`config.mk`:
```
export PLATFORM = sky130hd
export DESIGN_NAME = mulsu_exec
export DESIGN_NICKNAME = d
export VERILOG_FILES = /design/src/rtl/mulsu_pkg.sv /design/src/rtl/mulsu_decode.sv /design/src/rtl/mulsu_mult.sv /design/src/rtl/mulsu_flags.sv /design/src/rtl/mulsu_seq.sv /design/src/rtl/mulsu_exec.sv
export SDC_FILE = /design/constraint.sdc
export NUM_CORES = 1
export LEC_CHECK = 0
export CAP_MARGIN = 20
export CORE_MARGIN = 2
export CORE_UTILIZATION = 40
export CTS_BUF_LIST = sky130_fd_sc_hd__clkbuf_4 sky130_fd_sc_hd__clkbuf_8
export DETAILED_ROUTE_END_ITERATION = 6
export DONT_BUFFER_PORTS = 1
export PLACE_DENSITY_LB_ADDON = 0.2
export RECOVER_POWER = 50
export SYNTH_ARGS = -nofsm -noshare
export SYNTH_HDL_FRONTEND = slang
export SYNTH_SLANG_ARGS = --single-unit
export TNS_END_PERCENT = 5
```
`constraint.sdc`:
```
create_clock -name clk -period 7.8 [get_ports clk]
set_input_delay 1.56 -clock clk [delete_from_list [all_inputs] [get_ports clk]]
set_output_delay 1.56 -clock clk [all_outputs]
set_load 0.1 [all_outputs]
```
`src/rtl/mulsu_pkg.sv`:
```
package mulsu_pkg;

   typedef enum logic [0:0] {
      SEQ_IDLE = 1'b0,
      SEQ_EXEC = 1'b1
   } seq_state_e;

   typedef struct packed {
      logic carry;
      logic zero;
   } mflags_t;

endpackage

```
`src/rtl/mulsu_decode.sv`:
```
module mulsu_decode #(
   parameter int INSTR_W  = 16,
   parameter int ADDR_W   = 5,
   parameter int FIELD_W  = 3,
   parameter int WIN_BASE = 16,
   parameter int DST_LSB  = 4,
   parameter int SRC_LSB  = 0
) (
   input  logic [INSTR_W-1:0] instr,
   output logic [ADDR_W-1:0]  idx_dst,
   output logic [ADDR_W-1:0]  idx_src
);
   localparam logic [ADDR_W-1:0] BASE = ADDR_W'(WIN_BASE);

   logic [FIELD_W-1:0] fld_dst;
   logic [FIELD_W-1:0] fld_src;
   logic               unused_instr_bits;

   assign fld_dst = instr[DST_LSB +: FIELD_W];
   assign fld_src = instr[SRC_LSB +: FIELD_W];

   assign idx_dst = BASE + ADDR_W'(fld_dst);
   assign idx_src = BASE + ADDR_W'(fld_src);

   assign unused_instr_bits = ^instr;
endmodule

```
`src/rtl/mulsu_mult.sv`:
```
module mulsu_mult #(
   parameter int DATA_W = 8,
   parameter int IMPL   = 0
) (
   input  logic [DATA_W-1:0]   op_s,
   input  logic [DATA_W-1:0]   op_u,
   output logic [2*DATA_W-1:0] prod
);
   localparam int PROD_W = 2 * DATA_W;

   logic [PROD_W-1:0] ext_s;
   logic [PROD_W-1:0] ext_u;

   assign ext_s = {{DATA_W{op_s[DATA_W-1]}}, op_s};
   assign ext_u = {{DATA_W{1'b0}}, op_u};

   generate
      if (IMPL == 0) begin : g_direct
         assign prod = ext_s * ext_u;
      end else begin : g_array
         logic [PROD_W-1:0] pp [DATA_W];
         logic [PROD_W-1:0] acc;
         for (genvar j = 0; j < DATA_W; j++) begin : g_pp
            assign pp[j] = op_u[j] ? (ext_s << j) : '0;
         end
         always_comb begin
            acc = '0;
            for (int j = 0; j < DATA_W; j++) begin
               acc = acc + pp[j];
            end
         end
         assign prod = acc;
         logic unused_ext_u;
         assign unused_ext_u = ^ext_u;
      end
   endgenerate
endmodule

```
`src/rtl/mulsu_flags.sv`:
```
module mulsu_flags
   import mulsu_pkg::*;
#(
   parameter int PROD_W = 16
) (
   input  logic              clk,
   input  logic              rst_n,
   input  logic              upd,
   input  logic [PROD_W-1:0] prod,
   output mflags_t           flags
);
   mflags_t nxt;

   always_comb begin
      nxt.carry = prod[PROD_W-1];
      nxt.zero  = ~|prod;
   end

   always_ff @(posedge clk) begin
      if (!rst_n) begin
         flags <= '0;
      end else if (upd) begin
         flags <= nxt;
      end
   end
endmodule

```
`src/rtl/mulsu_seq.sv`:
```
module mulsu_seq
   import mulsu_pkg::*;
#(
   parameter int LATENCY = 2,
   parameter int CYC_W   = 2
) (
   input  logic             clk,
   input  logic             rst_n,
   input  logic             start,
   output logic             busy,
   output logic             accept,
   output logic             last,
   output logic [CYC_W-1:0] cyc
);
   seq_state_e       st;
   logic [CYC_W-1:0] cnt;

   assign accept = start && (st == SEQ_IDLE);
   assign busy   = (st == SEQ_EXEC);
   assign last   = busy && (cnt == CYC_W'(LATENCY));
   assign cyc    = cnt;

   always_ff @(posedge clk) begin
      if (!rst_n) begin
         st  <= SEQ_IDLE;
         cnt <= '0;
      end else begin
         case (st)
            SEQ_IDLE: begin
               if (start) begin
                  st  <= SEQ_EXEC;
                  cnt <= CYC_W'(2);
               end
            end
            SEQ_EXEC: begin
               if (last) begin
                  st  <= SEQ_IDLE;
                  cnt <= '0;
               end else begin
                  cnt <= cnt + 1'b1;
               end
            end
            default: begin
               st  <= SEQ_IDLE;
               cnt <= '0;
            end
         endcase
      end
   end
endmodule

```
`src/rtl/mulsu_exec.sv`:
```
module mulsu_exec
   import mulsu_pkg::*;
#(
   parameter int DATA_W   = 8,
   parameter int NUM_REGS = 32,
   parameter int INSTR_W  = 16,
   parameter int FIELD_W  = 3,
   parameter int WIN_BASE = 16,
   parameter int DST_LSB  = 4,
   parameter int SRC_LSB  = 0,
   parameter int HI_REG   = 1,
   parameter int LO_REG   = 0,
   parameter int LATENCY  = 2,
   parameter int CYC_W    = 2,
   parameter int MUL_IMPL = 0
) (
   input  logic                        clk,
   input  logic                        rst_n,
   input  logic                        start,
   input  logic [INSTR_W-1:0]          instr,
   output logic                        busy,
   output logic [$clog2(NUM_REGS)-1:0] rd_addr_a,
   output logic [$clog2(NUM_REGS)-1:0] rd_addr_b,
   input  logic [DATA_W-1:0]           rd_data_a,
   input  logic [DATA_W-1:0]           rd_data_b,
   output logic                        wr_en,
   output logic [$clog2(NUM_REGS)-1:0] wr_addr_hi,
   output logic [DATA_W-1:0]           wr_data_hi,
   output logic [$clog2(NUM_REGS)-1:0] wr_addr_lo,
   output logic [DATA_W-1:0]           wr_data_lo,
   output logic                        flag_c,
   output logic                        flag_z,
   output logic                        done,
   output logic [CYC_W-1:0]            op_cycles
);
   localparam int ADDR_W = $clog2(NUM_REGS);
   localparam int PROD_W = 2 * DATA_W;
   localparam int WIN_N  = 2 ** FIELD_W;

   generate
      if (WIN_BASE + WIN_N > NUM_REGS) begin : g_chk_window
         $error("operand window runs past the register file");
      end
      if (HI_REG == LO_REG || HI_REG >= NUM_REGS || LO_REG >= NUM_REGS) begin : g_chk_pair
         $error("destination pair must be two distinct registers");
      end
      if ((DST_LSB + FIELD_W > INSTR_W) || (SRC_LSB + FIELD_W > INSTR_W)) begin : g_chk_fields
         $error("operand field lies outside the instruction word");
      end
      if (LATENCY < 2) begin : g_chk_lat
         $error("latency must be at least two cycles");
      end
      if (CYC_W < $clog2(LATENCY + 1)) begin : g_chk_cyc
         $error("cycle count output too narrow for latency");
      end
      if (MUL_IMPL != 0 && MUL_IMPL != 1) begin : g_chk_impl
         $error("unknown multiplier variant");
      end
   endgenerate

   logic              accept;
   logic              last;
   logic [DATA_W-1:0] opnd_s;
   logic [DATA_W-1:0] opnd_u;
   logic [PROD_W-1:0] product;
   mflags_t           flags;

   mulsu_decode #(
      .INSTR_W (INSTR_W),
      .ADDR_W  (ADDR_W),
      .FIELD_W (FIELD_W),
      .WIN_BASE(WIN_BASE),
      .DST_LSB (DST_LSB),
      .SRC_LSB (SRC_LSB)
   ) u_dec (
      .instr  (instr),
      .idx_dst(rd_addr_a),
      .idx_src(rd_addr_b)
   );

   mulsu_seq #(
      .LATENCY(LATENCY),
      .CYC_W  (CYC_W)
   ) u_seq (
      .clk   (clk),
      .rst_n (rst_n),
      .start (start),
      .busy  (busy),
      .accept(accept),
      .last  (last),
      .cyc   (op_cycles)
   );

   always_ff @(posedge clk) begin
      if (!rst_n) begin
         opnd_s <= '0;
         opnd_u <= '0;
      end else if (accept) begin
         opnd_s <= rd_data_a;
         opnd_u <= rd_data_b;
      end
   end

   mulsu_mult #(
      .DATA_W(DATA_W),
      .IMPL  (MUL_IMPL)
   ) u_mul (
      .op_s(opnd_s),
      .op_u(opnd_u),
      .prod(product)
   );

   mulsu_flags #(
      .PROD_W(PROD_W)
   ) u_flg (
      .clk  (clk),
      .rst_n(rst_n),
      .upd  (last),
      .prod (product),
      .flags(flags)
   );

   assign wr_en      = last;
   assign done       = last;
   assign wr_addr_hi = ADDR_W'(HI_REG);
   assign wr_addr_lo = ADDR_W'(LO_REG);
   assign wr_data_hi = product[PROD_W-1:DATA_W];
   assign wr_data_lo = product[DATA_W-1:0];
   assign flag_c     = flags.carry;
   assign flag_z     = flags.zero;
endmodule

```
Word level (Yosys, flattened, before mapping) --
Cells that the tools add are included.
Storage, ports and cells: output and inout bits 43, bits of input ports 35, bits in registers 21
Cells by class: bitwise operators 1, muxes and demuxes 6, eq/ne operators 2, reduce and logical (&&, ||, !) cells 4, multiply operators 1, add/subtract/negate cells 3
Operators by type and width (count):
- $mul 8x9->16 | 1
- $reduce_or 16->1 | 1
- $add 5x3->5 const A | 2
- $mux 2 | 2
- $pmux 2 s2 | 1
- $add 2x1->2 const B | 1
- $eq 2x2->1 const B | 1
- $logic_and 1x1->1 | 2
- $mux 1 | 2
- $ne 2x2->1 const B | 1
- $pmux 1 s2 | 1
- $logic_not 1->1 | 1
- $not 1->1 | 1

Depth between registers and ports, before layout --
Gate-level depths: netlist of run 1.
depth after elaboration 4, gate-level depth with buffers 18

Modules after synthesis --
Synthesis of run 1 repeated with hierarchy kept, for this count alone.
Second synthesis, totals: cells, all modules 357, area total of the unflattened synthesis 3228.1 um2
Modules (own cells, without submodules):
- mulsu_mult | area an instance 2195.9 um2, sequential area each 0.0 um2, cells each 255, times used 1
- mulsu_exec | area an instance 705.7 um2, sequential area each 320.3 um2, cells each 64, times used 1
- mulsu_seq | area an instance 128.9 um2, sequential area each 60.1 um2, cells each 14, times used 1
- mulsu_flags | area an instance 115.1 um2, sequential area each 40.0 um2, cells each 12, times used 1
- mulsu_decode | area an instance 82.6 um2, sequential area each 0.0 um2, cells each 12, times used 1

Worst setup path before layout of run 1 --
Ideal clock, no wire load.
kind register to output, start register opnd_u[0], end output wr_data_hi[2], slack 1101 ps, cell stages (with the launch flop) 14, arrival time 5139 ps, cell sequence dfxtp_1 nand2b_1 fa_1 fa_1 inv_1 fa_1 inv_1 fa_1 inv_1 ha_1 or2_1 o311ai_1 a21oi_1 xnor2_1
Between the ends: cells in the longest elaborated chain, start to end 1
RTL lines:
- from (decl) | RTL line mulsu_exec.sv:64 | logic [DATA_W-1:0] opnd_u;
- from (signal assigned) | RTL line mulsu_exec.sv:100 | opnd_u <= rd_data_b;
- $mul 8x9->16 | RTL line mulsu_mult.sv:19 | assign prod = ext_s * ext_u;
- to (decl) | RTL line mulsu_exec.sv:28 | output logic [DATA_W-1:0] wr_data_hi,
No other way between the ends.

Worst setup path after layout of run 1 --
start register opnd_u[0], end output wr_data_hi[7]
The elaborated chain is that of the path after synthesis.

==> metrics, run 1 <==
outcome=completed; Area Growth Syn to Fin=3.776%; GRT Util Overall=~15%; worst vdd ir=between 0.08 and 0.09 mV; synthesized flop and latch total=21; Comb pwr share=between 40% and 50%; total power=398.1 uW; fin crit period=6.655 ns; CTS H-tree lvls=1; crit start category=register; NetSw=205.3 uW; clk_skew=approximately 0.0029 ns; syn avg cell area=between 8 and 9 um2; Pre-antenna DRT Iters=4; final count of hold timing violations=0; ys async rst share=0%; post-route DRC violation count=0; Root Driver=clkbuf_8; Die Area=9027 um2; Clk pwr share=18.9%; global route total overflow=0; Main synth FF type=dfxtp_1; Pint=192.8 uW; Slew HR=25.77%; I/O pin total=78; Worst path most repeated cell=fa_1; Core ar.=~8100 um2; initial core utilization=40.73%; max incr delay on CP=0.54 ns; kind of critical path=reg -> out; Synth cell types=49; CP max stage cell=fa_1; CP Data Required Time=6.24 ns; Routed WL=6.356 mm; CTS Buf Count=3; setup TNS=0 ns; switching part of the total=51.56%; Worst Path Arrival=5.09 ns; crit-path leading delay family=adder cells; Placer Congestion=0.8061; met2 WL=about 3.1 mm; Initial DRC Count=60; DR vias=2,419; Worst-path clk slew=0.08 ns; fin crit share=85.32%; Setup Viol. Count Final=0; share of layout cells above drive strength 1=7.513%; Critical Path Fanout Max=9; leading area contributor after synthesis=fa_1; WL/cell=12.95 um; FILL cells=843; most frequent cells in the layout=inv_1, nand2_1, and2_1; YS warnings=0; Antenna Nets Post-Route=0; Longest Clk Path Bufs=2; Static Leak=1.764 nW; Mapped Cells=394; row cnt=33; Power Density=around 120 nW/um2; dpl hpwl=5.314 mm; fin nets=499; post-synth design cell area=3313 um2; first-pass GRT wire length=10.70 mm; M1 WL=2.911 mm; worst path cell trace=nand2b_1 > fa_1 > fa_1 > inv_1 > fa_1 > inv_1 > fa_1 > inv_1 > ha_1 > a21o_1 > a311o_1 > a2111oi_0 > nor2_1 > xnor2_2 > buf_4; die width=95.01 um; highest routing layer actually used=met4; CTS sink cnt=21; Reg power frac=34.9%; initial antenna violation count=1; vias in the first global route=roughly 2,400; HP Class=reg -> reg; vias per cell=slightly below 5; clk_lat worst skew=0.27 ns; RSZ-0062 raised after global routing=false; commonest non-fill, non-tap cell in the layout=inv_1; Max Fclk=0.1503 GHz; total inserted antenna cells=0; Seq/Total Area, Yosys=between 10% and 20%; CTS tree=done; worst-margin pin slew=1.112 ns; PortBufs=0; Worst setup EP type=output port; final slew viol count=0; largest net degree at the start of global routing=23; CTS Hold Bufs=0; Post-CTS Setup Inserts=0; Die Height=95.01 um; top post-synthesis cells by area=fa_1, ha_1, dfxtp_1; number of synthesized flops with an enable pin=0; MaxCap Viol Count=0; PostCTS Resize Cnt=0; met3 wire length=244 um; share of the synthesized area in the top cell type=22.36%; Worst Path Buf+Inv=4
[cell usage after synthesis, drive strengths merged, types with 2 or more instances]
| cell | count |
|---|---|
| inv | 67 |
| nand2 | 50 |
| and2 | 43 |
| ha | 40 |
| fa | 37 |
| buf | 23 |
| dfxtp | 21 |
| a21boi | 16 |
| nor2 | 14 |
| a21oi | 9 |
| xnor2 | 9 |
| clkbuf | 8 |
| o21ai | 5 |
| a21o | 4 |
| nand2b | 4 |
| nor2b | 4 |
| nand3 | 3 |
| nor3 | 3 |
| o2111ai | 3 |
| a2111oi | 2 |
| a22oi | 2 |
| and3 | 2 |
| conb | 2 |
| nand3b | 2 |
| o21bai | 2 |
| o31ai | 2 |
| or2 | 2 |
[worst min-delay path, delay by kind of cell (launching register included)]
family | cells | cell delay (ns)
flops | 1 | 0.39
compound gates | 1 | 0.07
simple gates | 1 | 0.08
[power by group through the flow]
stage	combinational (mW)	clock [mW]	sequential (mW)
global route	0.200	0.0839	0.141
floorplan	0.183	0	0.135
global placement	0.185	0	0.141
CTS	0.187	0.0788	0.139
detailed placement	0.186	0	0.141
finish	0.184	0.0752	0.139
[final timing paths]
check / from / end / slack (ns) / cells after the start
worst max-delay path: opnd_u[0] / wr_data_hi[7] / 1.15 / 15
worst min register to register: opnd_u[7] / opnd_u[7] / 0.58 / 2
worst min-delay path: opnd_u[7] / opnd_u[7] / 0.58 / 2
worst max register to register: opnd_s[7] / u_flg.flags[0] / 2.49 / 16
[metrics by stage]
stage	instances	setup WS, ns	hold slack (ns)	instance area [um2]	utilization, %
finish	491	1.145	0.5805	3438	42.27
global route	491	0.8038	0.6067	3438	42.27
CTS	491	1.084	0.5773	3438	42.27
detailed placement	487	1.393	0.5650	3392	41.70
global placement	487	1.420	0.5607	3392	41.70
floorplan	406	1.101	0.4949	3358	-
[layout make-up]
type | count | area, um2 | area share [%]
clock buffers | 3 | 41.29 | 1.201
clock inverters | 1 | 5.005 | 0.1456
inverters | 67 | 251.5 | 7.314
multi-input cells | 286 | 2529 | 73.54
flip-flops and latches | 21 | 420.4 | 12.23
well taps | 105 | 131.4 | 3.821
repair buffers | 8 | 60.06 | 1.747
[state kept, by name, indices dropped and copies added, names as in the netlist]
name,count
opnd_s,8
opnd_u,8
u_flg.flags,2
u_seq.busy,1
u_seq.cyc,2
[logic make-up after synthesis]
logic type	Yosys count	share of synthesized area [%]
buffers and inverters	99	14.20
AND/OR/NAND/NOR	131	20.05
flip-flops	21	12.69
other	2	0.2267
AO/OA/AOI/OAI	52	11.97
adder cells (fa/ha/maj)	77	37.46
multiplexers	2	0.7552
XOR/XNOR	10	2.644
[metal layers]
layer  GRT usage, %  vias to the layer above
met3          1.739                        7
met2          25.53                       50
met1          20.32                     1168
met4          3.623                        0
met5              0                        -
li1               -                     1194
(Power assumes the default switching activity.)
==> run 2, diff against run 1 <==
Settings changed: CTS_BUF_LIST sky130_fd_sc_hd__clkbuf_4 sky130_fd_sc_hd__clkbuf_8 to sky130_fd_sc_hd__clkbuf_8 sky130_fd_sc_hd__clkbuf_16.
==> results of run 2 <==
Same layout as run 1: the final DEF is identical, and so are final timing and power.
==> run 3, diff against run 2 <==
Settings changed: SETUP_SLACK_MARGIN from default to 0.1.
==> results of run 3 <==
Same layout as run 1: the final DEF is identical, and so are final timing and power.
